File: src/rtl/warp_sched_pkg.sv
package warp_sched_pkg;

  // Wrap an index that may run one lap past the pool size.
  function automatic int wrap_idx(int v, int n);
    return (v >= n) ? (v - n) : v;
  endfunction

endpackage

File: src/rtl/wis_slot_timer.sv
module wis_slot_timer #(
  parameter int SLOT_CYC = 4
) (
  input  logic clk,
  input  logic rst_n,
  output logic slot_end
);
  localparam int CW = (SLOT_CYC > 1) ? $clog2(SLOT_CYC) : 1;
  localparam logic [CW-1:0] LAST = CW'(SLOT_CYC - 1);

  logic [CW-1:0] ph_q, ph_d;

  always_comb begin
    ph_d = (ph_q == LAST) ? '0 : ph_q + 1'b1;
  end

  always_ff @(posedge clk or negedge rst_n) begin
    if (!rst_n) ph_q <= '0;
    else        ph_q <= ph_d;
  end

  assign slot_end = (ph_q == LAST);
endmodule

File: src/rtl/wis_rr_pick.sv
module wis_rr_pick
  import warp_sched_pkg::*;
#(
  parameter int NUM_WARPS = 8,
  localparam int WW = $clog2(NUM_WARPS)
) (
  input  logic [NUM_WARPS-1:0] elig,
  input  logic [WW-1:0]        last,
  output logic                 any,
  output logic [WW-1:0]        sel
);
  always_comb begin
    any = 1'b0;
    sel = '0;
    for (int i = 1; i <= NUM_WARPS; i++) begin
      int idx;
      idx = wrap_idx(int'(last) + i, NUM_WARPS);
      if (!any && elig[idx]) begin
        any = 1'b1;
        sel = WW'(idx);
      end
    end
  end
endmodule

File: src/rtl/wis_scoreboard.sv
module wis_scoreboard #(
  parameter int NUM_WARPS = 8,
  parameter int NUM_REGS  = 8,
  parameter int DEP_SLOTS = 6,
  localparam int WW = $clog2(NUM_WARPS),
  localparam int RW = $clog2(NUM_REGS),
  localparam int CNT_W = $clog2(DEP_SLOTS)
) (
  input  logic                    clk,
  input  logic                    rst_n,
  input  logic                    tick,
  input  logic                    wr_en,
  input  logic [WW-1:0]           wr_warp,
  input  logic [RW-1:0]           wr_reg,
  input  logic [NUM_WARPS-1:0]    clr,
  input  logic [NUM_WARPS*RW-1:0] src0,
  input  logic [NUM_WARPS*RW-1:0] src1,
  output logic [NUM_WARPS-1:0]    blocked
);
  localparam logic [CNT_W-1:0] LOAD = CNT_W'(DEP_SLOTS - 1);

  logic [NUM_WARPS*NUM_REGS-1:0] busy;

  for (genvar w = 0; w < NUM_WARPS; w++) begin : g_warp
    for (genvar r = 0; r < NUM_REGS; r++) begin : g_reg
      logic [CNT_W-1:0] cnt_q, cnt_d;
      logic             cnt_en, hit;

      assign hit = wr_en && (wr_warp == WW'(w)) && (wr_reg == RW'(r));

      always_comb begin
        cnt_en = 1'b0;
        cnt_d  = cnt_q;
        if (clr[w]) begin
          cnt_en = 1'b1;
          cnt_d  = '0;
        end else if (tick && hit) begin
          cnt_en = 1'b1;
          cnt_d  = LOAD;
        end else if (tick && (cnt_q != '0)) begin
          cnt_en = 1'b1;
          cnt_d  = cnt_q - 1'b1;
        end
      end

      always_ff @(posedge clk or negedge rst_n) begin
        if (!rst_n)      cnt_q <= '0;
        else if (cnt_en) cnt_q <= cnt_d;
      end

      assign busy[w*NUM_REGS + r] = (cnt_q != '0);
    end

    logic [RW-1:0] s0, s1;
    assign s0 = src0[w*RW +: RW];
    assign s1 = src1[w*RW +: RW];
    assign blocked[w] = busy[w*NUM_REGS + int'(s0)] | busy[w*NUM_REGS + int'(s1)];
  end
endmodule

File: src/rtl/warp_issue_sched.sv
module warp_issue_sched #(
  parameter int NUM_WARPS = 8,
  parameter int NUM_REGS  = 8,
  parameter int PC_W      = 16,
  parameter int SLOT_CYC  = 4,
  parameter int DEP_SLOTS = 6,
  localparam int WW = $clog2(NUM_WARPS),
  localparam int RW = $clog2(NUM_REGS)
) (
  input  logic                    clk,
  input  logic                    rst_n,
  input  logic                    act_valid,
  input  logic [WW-1:0]           act_warp,
  input  logic [PC_W-1:0]         act_pc,
  input  logic [NUM_WARPS-1:0]    mem_done,
  input  logic [NUM_WARPS*RW-1:0] nxt_src0,
  input  logic [NUM_WARPS*RW-1:0] nxt_src1,
  input  logic [NUM_WARPS*RW-1:0] nxt_dst,
  input  logic [NUM_WARPS-1:0]    nxt_wr,
  input  logic [NUM_WARPS-1:0]    nxt_mem,
  input  logic [NUM_WARPS-1:0]    nxt_exit,
  output logic                    iss_valid,
  output logic [WW-1:0]           iss_warp,
  output logic [PC_W-1:0]         iss_pc
);
  logic                 slot_end, any, fire;
  logic [WW-1:0]        sel;
  logic [NUM_WARPS-1:0] blocked, elig, act_take;

  logic [NUM_WARPS-1:0] res_q, res_d;
  logic [NUM_WARPS-1:0] pend_q, pend_d;
  logic [PC_W-1:0]      pc_q [NUM_WARPS];
  logic [PC_W-1:0]      pc_d [NUM_WARPS];
  logic [WW-1:0]        last_q, last_d;
  logic                 iv_q, iv_d;
  logic [WW-1:0]        iw_q, iw_d;
  logic [PC_W-1:0]      ip_q, ip_d;
  logic                 pc_en, out_en;

  wis_slot_timer #(.SLOT_CYC(SLOT_CYC)) i_timer (
    .clk(clk), .rst_n(rst_n), .slot_end(slot_end)
  );

  wis_scoreboard #(
    .NUM_WARPS(NUM_WARPS), .NUM_REGS(NUM_REGS), .DEP_SLOTS(DEP_SLOTS)
  ) i_sb (
    .clk(clk), .rst_n(rst_n), .tick(slot_end),
    .wr_en(fire && nxt_wr[sel]), .wr_warp(sel),
    .wr_reg(nxt_dst[int'(sel)*RW +: RW]),
    .clr(act_take), .src0(nxt_src0), .src1(nxt_src1),
    .blocked(blocked)
  );

  assign elig = res_q & ~pend_q & ~blocked;

  wis_rr_pick #(.NUM_WARPS(NUM_WARPS)) i_pick (
    .elig(elig), .last(last_q), .any(any), .sel(sel)
  );

  assign fire = slot_end && any;

  // Activation is accepted only for a warp that is not resident.
  always_comb begin
    for (int w = 0; w < NUM_WARPS; w++)
      act_take[w] = act_valid && (act_warp == WW'(w)) && !res_q[w];
  end

  always_comb begin
    res_d  = res_q;
    pend_d = pend_q;
    last_d = last_q;
    iw_d   = iw_q;
    ip_d   = ip_q;
    iv_d   = fire;
    out_en = fire;
    pc_en  = fire || (|act_take);
    for (int w = 0; w < NUM_WARPS; w++) pc_d[w] = pc_q[w];

    for (int w = 0; w < NUM_WARPS; w++)
      if (mem_done[w]) pend_d[w] = 1'b0;

    if (fire) begin
      pc_d[sel] = pc_q[sel] + 1'b1;
      if (nxt_mem[sel])  pend_d[sel] = 1'b1;
      if (nxt_exit[sel]) res_d[sel]  = 1'b0;
      last_d = sel;
      iw_d   = sel;
      ip_d   = pc_q[sel];
    end

    for (int w = 0; w < NUM_WARPS; w++) begin
      if (act_take[w]) begin
        res_d[w]  = 1'b1;
        pend_d[w] = 1'b0;
        pc_d[w]   = act_pc;
      end
    end
  end

  always_ff @(posedge clk or negedge rst_n) begin
    if (!rst_n) begin
      res_q  <= '0;
      pend_q <= '0;
      last_q <= WW'(NUM_WARPS - 1);
      iv_q   <= 1'b0;
    end else begin
      res_q  <= res_d;
      pend_q <= pend_d;
      last_q <= last_d;
      iv_q   <= iv_d;
    end
  end

  always_ff @(posedge clk or negedge rst_n) begin
    if (!rst_n) begin
      iw_q <= '0;
      ip_q <= '0;
    end else if (out_en) begin
      iw_q <= iw_d;
      ip_q <= ip_d;
    end
  end

  for (genvar w = 0; w < NUM_WARPS; w++) begin : g_pc
    always_ff @(posedge clk or negedge rst_n) begin
      if (!rst_n)     pc_q[w] <= '0;
      else if (pc_en) pc_q[w] <= pc_d[w];
    end
  end

  assign iss_valid = iv_q;
  assign iss_warp  = iw_q;
  assign iss_pc    = ip_q;
endmodule

File: config.mk
export PLATFORM = sky130hd
export DESIGN_NAME = warp_issue_sched
export DESIGN_NICKNAME = d
export VERILOG_FILES = /design/src/rtl/warp_sched_pkg.sv /design/src/rtl/wis_slot_timer.sv /design/src/rtl/wis_rr_pick.sv /design/src/rtl/wis_scoreboard.sv /design/src/rtl/warp_issue_sched.sv
export SDC_FILE = /design/constraint.sdc
export NUM_CORES = 1
export LEC_CHECK = 0
export BUFFER_PORTS_ARGS = -buffer_cell sky130_fd_sc_hd__buf_2
export CORE_ASPECT_RATIO = 2
export CORE_MARGIN = 5
export CORE_UTILIZATION = 65
export DETAILED_ROUTE_END_ITERATION = 16
export GPL_TIMING_DRIVEN = 0
export PLACE_DENSITY = 0.9
export SETUP_SLACK_MARGIN = 0.02
export SYNTH_ARGS = -nofsm -noshare
export SYNTH_HDL_FRONTEND = slang
export SYNTH_SLANG_ARGS = --single-unit
File: constraint.sdc
create_clock -name clk -period 9.91 [get_ports clk]
set_input_delay 0 -clock clk [delete_from_list [all_inputs] [get_ports clk]]
set_output_delay 0 -clock clk [all_outputs]
set_load 0.05 [all_outputs]
==> flow_summary.ini, run 1 <==
[outcome]
status = complete, but fails checks
violations = capacitance limit, slew limit

[grt]
grt_max_degree = 117
antenna_found_initial = 3
track_usage = 0.5190
grt_first_pass_wirelength_um = 153000
grt-ovfl-total = 0
grt_pass1_vias = 25220

[setup_path]
critPathArrivalTime_ns = 10.22
timing.rr.start = i_sb.g_warp[7].g_reg[0].cnt_q[0]$_DFFE_PN0P_
crit_path_end_kind = flop
ff2ff_setup_slack_ns = 0.06
required_ns = 10.28
crit_path_max_fanout = 10
startpoint_type = flop
r2r-end = pc_q[108]$_DFFE_PN0P_
rr_worst_depth = 22
crit_start = i_sb.g_warp[7].g_reg[0].cnt_q[0]$_DFFE_PN0P_
endpoint = pc_q[108]$_DFFE_PN0P_
critical_path_class = flop to flop

[floorplan]
fp.coreArea_sq_um = 35560
rows = 98
io_pins = 146
start_util = 0.6530
die_area_sq_um = 39830
die_w_um = 143.6
fp.dieH_um = 277.3

[detailed_routing]
route.detailed.drc = 0
via_per_inst = 7.223
wl_per_cell_um = 31.13
drt-total-wl_um = 103300
drtPass1Iterations = 7
ant_nets = 0
route.vias.total = 23970
drt_iter0_markers = 3037

[final_layout]
finish.net_count = 3101
fill_cells = 2470
regArea_sq_um = 9037
multi_input_area_sq_um = 12990
area_delta_synth_final_pct = 12.15
fin_area_sq_um = 26040
layout-drive-gt1-share = 0.1037

[sta]
skew_ns = 0.01789
setup_viol = 0
drv_slew = 9
max_clock_freq_mhz = 101.6
hold_viol = 0
layout_worst_path_cycle_share = 0.9935
setup-tns-final_ns = 0
max_slew_margin = -0.05214
tightestPinTransition_ns = 1.567
rsz0062_at_grt = no
min_period_ns = 9.846

[clock_network]
clk_pin_slew_worst_paths_ns = 0.07
clock_latency_ns = 0.56
cts_root_buf = clkbuf_16
clkSinkCount = 361
cts_buffers = 35
htreeDepth = 2
cts_tree = built
cts_buffer_depth = 3

[synth]
synth_fp_nets = 2908
synth_top_family_by_area = simple AND/OR/NAND/NOR gates
synth.mux.area_fraction = 0.03319
ys.flop_type = dfrtp_1
synthSimpleGateAreaFrac = 0.2159
synth-async-reset-ratio = 1.000
synth-seq-cells = 361
synth_xor_area_frac = 0.04941
synth-edff-count = 0
synth.distinct_cells = 91
synth_adder_area_share = 0.07113
syn_avg_cell_area_sq_um = 8.762
synth.yosys.seq_area_share = 0.3892
netlist_instances = 2650
synth_area_sq_um = 23220
yosys_warnings = 0
synth_compound_area_frac = 0.1853

[place]
place_area_sq_um = 24600
place_congestion = 1.097
hpwl_um = 72990
io_buffers = 122

[job]
drv_cap = 3

[worst_hold_path]
hold_depth = 3
hp-class = primary input to flop
[cell families after synthesis]
family / after synthesis
and+or+nand+nor: 932
AOI/OAI and AO/OA: 705
buffers and inverters: 332
DFF: 361
xor gates and xnor gates: 131
muxes: 57
adders and majority gates: 132
[state kept, by name, indices dropped and copies added (netlist names)]
register             cells
last_q                   3
pc_q                   128
pend_q                   8
i_timer.ph_q             2
iss_pc                  16
i_sb.g_warp.g.cnt_q    192
res_q                    8
iss_warp                 3
iss_valid                1
[synth_stat cells, types with 25 or more instances]
cell type / instances / area share
inv_1: 171 / 0.028
a21oi_1: 265 / 0.057
nand2b_1: 63 / 0.017
dfrtp_1: 358 / 0.39
clkbuf_1: 112 / 0.018
o21ai_0: 192 / 0.041
ha_1: 132 / 0.071
a22oi_1: 49 / 0.016
buf_1: 25 / 0.0040
xor2_1: 53 / 0.020
mux2i_1: 32 / 0.014
nor3_1: 59 / 0.013
nor2_1: 131 / 0.021
nand2_1: 272 / 0.044
and3_1: 118 / 0.032
xnor2_1: 78 / 0.029
nand3_1: 120 / 0.026
[repair_timing]
| item | in CTS | in global routing |
|---|---|---|
| resized for setup | 0 | 2 |
| endpoints found under the setup margin | 0 | 30 |
| hold buffers | 24 | 0 |
| buffers inserted | 0 | 0 |
| hold endpoints to repair | 319 | 0 |
[per-stage QoR]
stage / util / instances / hold slack, ns / setup WS, ns
after global routing: 0.7321 / 3316 / 0.03942 / 0.02007
after detailed placement: 0.6918 / 3232 / -0.04541 / 0.7326
final: 0.7323 / 3319 / 0.01571 / 0.06429
after floorplan: - / 2650 / -0.2956 / 3.635
after global placement: 0.6860 / 3222 / 0.3066 / 0.7492
after CTS: 0.7307 / 3315 / 0.01158 / 0.6580
[how the worst min path moves through the flow]
stage / start / end / slack [ns]
floorplan: rst_n / i_sb.g_warp[0].g_reg[0].cnt_q[0]$_DFFE_PN0P_ / -0.30
global placement: mem_done[3] / pend_q[3]$_DFF_PN0_ / 0.31
detailed placement: rst_n / pc_q[108]$_DFFE_PN0P_ / -0.05
CTS: act_pc[12] / pc_q[28]$_DFFE_PN0P_ / 0.01
global route: act_pc[12] / pc_q[12]$_DFFE_PN0P_ / 0.04
finish: act_pc[12] / pc_q[12]$_DFFE_PN0P_ / 0.02
[cells in the final DEF, fill, tap and decap left out, types with 53 or more instances in the layout]
cell / instances
ha_1: 132
nor2_1: 130
dfrtp_1: 358
xnor2_1: 77
buf_2: 134
nor3_1: 53
inv_1: 171
nand2_1: 272
nand3_1: 120
o21ai_0: 192
and3_1: 118
clkbuf_1: 116
a21oi_1: 265
xor2_1: 53
nand2b_1: 63
[worst max-delay path, stage by stage, from the launching register on]
cell and delay, ns:
dfrtp_1 0.40, inv_1 0.08, ha_1 0.24, nor3b_1 0.18
a2111oi_0 0.67, a2111oi_2 0.25, a22o_1 0.36, mux4_2 0.57
nor4_1 0.73, nand2_1 0.22, nor3_1 0.73, nor3_1 0.46
clkbuf_1 0.59, and3_1 0.37, nor4_4 0.62, clkbuf_1 0.71
ha_1 0.31, inv_1 0.11, nor4_1 0.51, nand3_1 0.32
nor4_1 0.32, xnor2_1 0.69, a21oi_1 0.18
[layout make-up]
type / count / area share
Inverter: 175 / 0.02522
Multi-Input combinational cell: 1957 / 0.4988
Buffer: 157 / 0.02455
Clock inverter: 12 / 0.004516
Antenna cell: 4 / 0.0003844
Timing Repair Buffer: 156 / 0.03858
Clock buffer: 47 / 0.03930
Sequential cell: 361 / 0.3470
Tap cell: 450 / 0.02162
[metal layers]
metal | wire length, um | up-vias | GRT usage
met5 | 0 | - | 0
met3 | 10430 | 941 | 0.1687
li1 | - | 9781 | -
met1 | 29220 | 11270 | 0.4857
met2 | 48000 | 1978 | 0.8219
met4 | 15690 | 0 | 0.5686
Power of run 1 is not shown: default switching activity piles up to over one toggle a cycle in this logic, so the estimate is an artifact.
==> run 2, diff against run 1 <==
Settings changed: CORE_UTILIZATION 65 to 56, PLACE_DENSITY 0.9 to 0.82, RECOVER_POWER from default to 50, SLEW_MARGIN from default to 30.
Clock period 9.91 ns to 8.5 ns, I/O delays scaled along.
==> flow_summary.ini, run 2 (synthesis gave the netlist of run 1 again) <==
[outcome]
status = complete, but fails checks
violations = capacitance limit, slew limit

[worst_hold_path]
min_from = act_pc[11]
hold_depth = 3
hp-class = primary input to flop
holdPathEnd = pc_q[43]$_DFFE_PN0P_

[floorplan]
die_area_sq_um = 45880
io_pins = 146
fp.coreArea_sq_um = 40990
die_w_um = 154.0
fp.dieH_um = 298.0
start_util = 0.5665
rows = 105

[clock_network]
cts_tree = built
clk_pin_slew_worst_paths_ns = 0.07
htreeDepth = 2
clkSinkCount = 361
clock_latency_ns = 0.55
cts_buffer_depth = 3
cts_buffers = 36
cts_root_buf = clkbuf_16

[final_layout]
largest_register_ffs = 192
layout_common_cells = dfrtp_1, nand2_1, a21oi_1, o21ai_0, inv_1
final_common_cell = dfrtp_1
fill_cells = 3486
regMostFlops = i_sb.g_warp.g.cnt_q
regArea_sq_um = 9037
area_delta_synth_final_pct = 13.15
finish.net_count = 3105
multi_input_area_sq_um = 13160
layout-drive-gt1-share = 0.1108
fin_area_sq_um = 26270

[sta]
hold_viol = 0
rsz0062_at_grt = no
min_period_ns = 8.176
setup_viol = 0
setup-tns-final_ns = 0
max_clock_freq_mhz = 122.3
skew_ns = 0.02760
whs_ns = 0.06287
layout_worst_path_cycle_share = 0.9619
tightestPinTransition_ns = 4.911
max_slew_margin = -2.274
drv_slew = 283

[setup_path]
r2r-end = res_q[3]$_DFFE_PN0P_
startpoint_type = flop
crit_path_max_fanout = 10
rr_worst_depth = 22
crit_path_end_kind = flop
critical_path_class = flop to flop
required_ns = 8.89
critPathArrivalTime_ns = 8.56
timing.rr.start = i_sb.g_warp[0].g_reg[5].cnt_q[0]$_DFFE_PN0P_
ff2ff_setup_slack_ns = 0.32

[grt]
grt_first_pass_wirelength_um = 145900
grt-ovfl-total = 0
track_usage = 0.4239
grt_max_degree = 89
antenna_found_initial = 3
grt_use_met2 = 0.7124
grt-busiest-layer = met2
grt_pass1_vias = 23760
use_met3 = 0.09441
use_met1 = 0.3996

[detailed_routing]
route.vias.total = 22870
ant_nets = 0
drt_iter0_markers = 2093
drt-total-wl_um = 99740
route.detailed.drc = 0
wl_per_cell_um = 29.24
drtPass1Iterations = 8
via_per_inst = 6.706

[place]
place_area_sq_um = 24910
place_congestion = 1.072
hpwl_um = 74310
io_buffers = 122

[job]
drv_cap = 4
[run 2: cell count changes in the layout (fill, tap and decap cells not counted), sizes merged]
cell         before  now
clkbuf          160  183
bufinv            2    1
clkinv           10    7
buf             176  170
diode             4    5
dlygate4sd3      24   19
clkinvlp          3    1
[run 2: worst max-delay path: stages, from the launching register on]
cell	delay [ns]
dfrtp_1	0.37
inv_1	0.12
ha_1	0.20
nand2b_1	0.11
mux4_2	0.50
a2111oi_2	0.85
a221oi_1	0.25
or2_1	0.32
o221ai_1	0.43
a21oi_1	0.15
a211o_1	0.35
o21a_1	0.13
buf_4	0.20
nor2_4	0.31
buf_2	0.44
buf_1	0.75
clkbuf_1	0.81
nand2_1	0.13
nand2_1	0.10
nor2_1	0.04
o31a_1	0.51
nor2_1	0.75
a21oi_1	0.18
[run 2: timing repair]
item                       CTS  global route
setup endpoints to repair   48            28
setup buffers                0             1
resized for setup            7             5
hold buffers                20             0
cloned                       0             0
pin swaps                    0             1
hold endpoints to repair   242             0
[run 2: layer usage]
| layer | routed length (um) | up-vias |
|---|---|---|
| met3 | 7682 | 617 |
| met4 | 13920 | 0 |
| met5 | 0 | - |
| li1 | - | 9784 |
| met1 | 29990 | 11100 |
| met2 | 48160 | 1372 |
[run 2: stage by stage]
step,cells,utilization,setup slack [ns]
floorplan,2650,-,2.225
global placement,3307,0.5977,-1.108
detailed placement,3322,0.6078,-0.6644
CTS,3404,0.6421,0.1899
global route,3407,0.6407,0.2019
finish,3411,0.6410,0.3241
[run 2: worst max-delay path by stage]
| stage | slack [ns] | to | depth (start not counted) | from |
|---|---|---|---|---|
| 2_1_floorplan | 2.22 | pc_q[92]$_DFFE_PN0P_ | 22 | i_sb.g_warp[0].g_reg[1].cnt_q[0]$_DFFE_PN0P_ |
| 3_5_place_dp | -0.66 | pc_q[4]$_DFFE_PN0P_ | 25 | i_sb.g_warp[3].g_reg[5].cnt_q[0]$_DFFE_PN0P_ |
| 5_1_grt | 0.20 | res_q[6]$_DFFE_PN0P_ | 22 | i_sb.g_warp[0].g_reg[5].cnt_q[0]$_DFFE_PN0P_ |
| 3_3_place_gp | -1.11 | pc_q[22]$_DFFE_PN0P_ | 23 | i_sb.g_warp[7].g_reg[5].cnt_q[0]$_DFFE_PN0P_ |
| 6_report | 0.32 | res_q[3]$_DFFE_PN0P_ | 22 | i_sb.g_warp[0].g_reg[5].cnt_q[0]$_DFFE_PN0P_ |
| 4_1_cts | 0.19 | pc_q[92]$_DFFE_PN0P_ | 25 | i_sb.g_warp[3].g_reg[5].cnt_q[0]$_DFFE_PN0P_ |
[run 2: area by class of cell]
class | count | area share
Multi-Input combinational cell | 1957 | 0.5007
Sequential cell | 361 | 0.3440
Clock buffer | 56 | 0.04177
Timing Repair Buffer | 159 | 0.03567
Tap cell | 535 | 0.02548
Inverter | 175 | 0.02500
Buffer | 157 | 0.02472
Clock inverter | 6 | 0.002191
Antenna cell | 5 | 0.0004762
Power of run 2 is left out for the same reason.
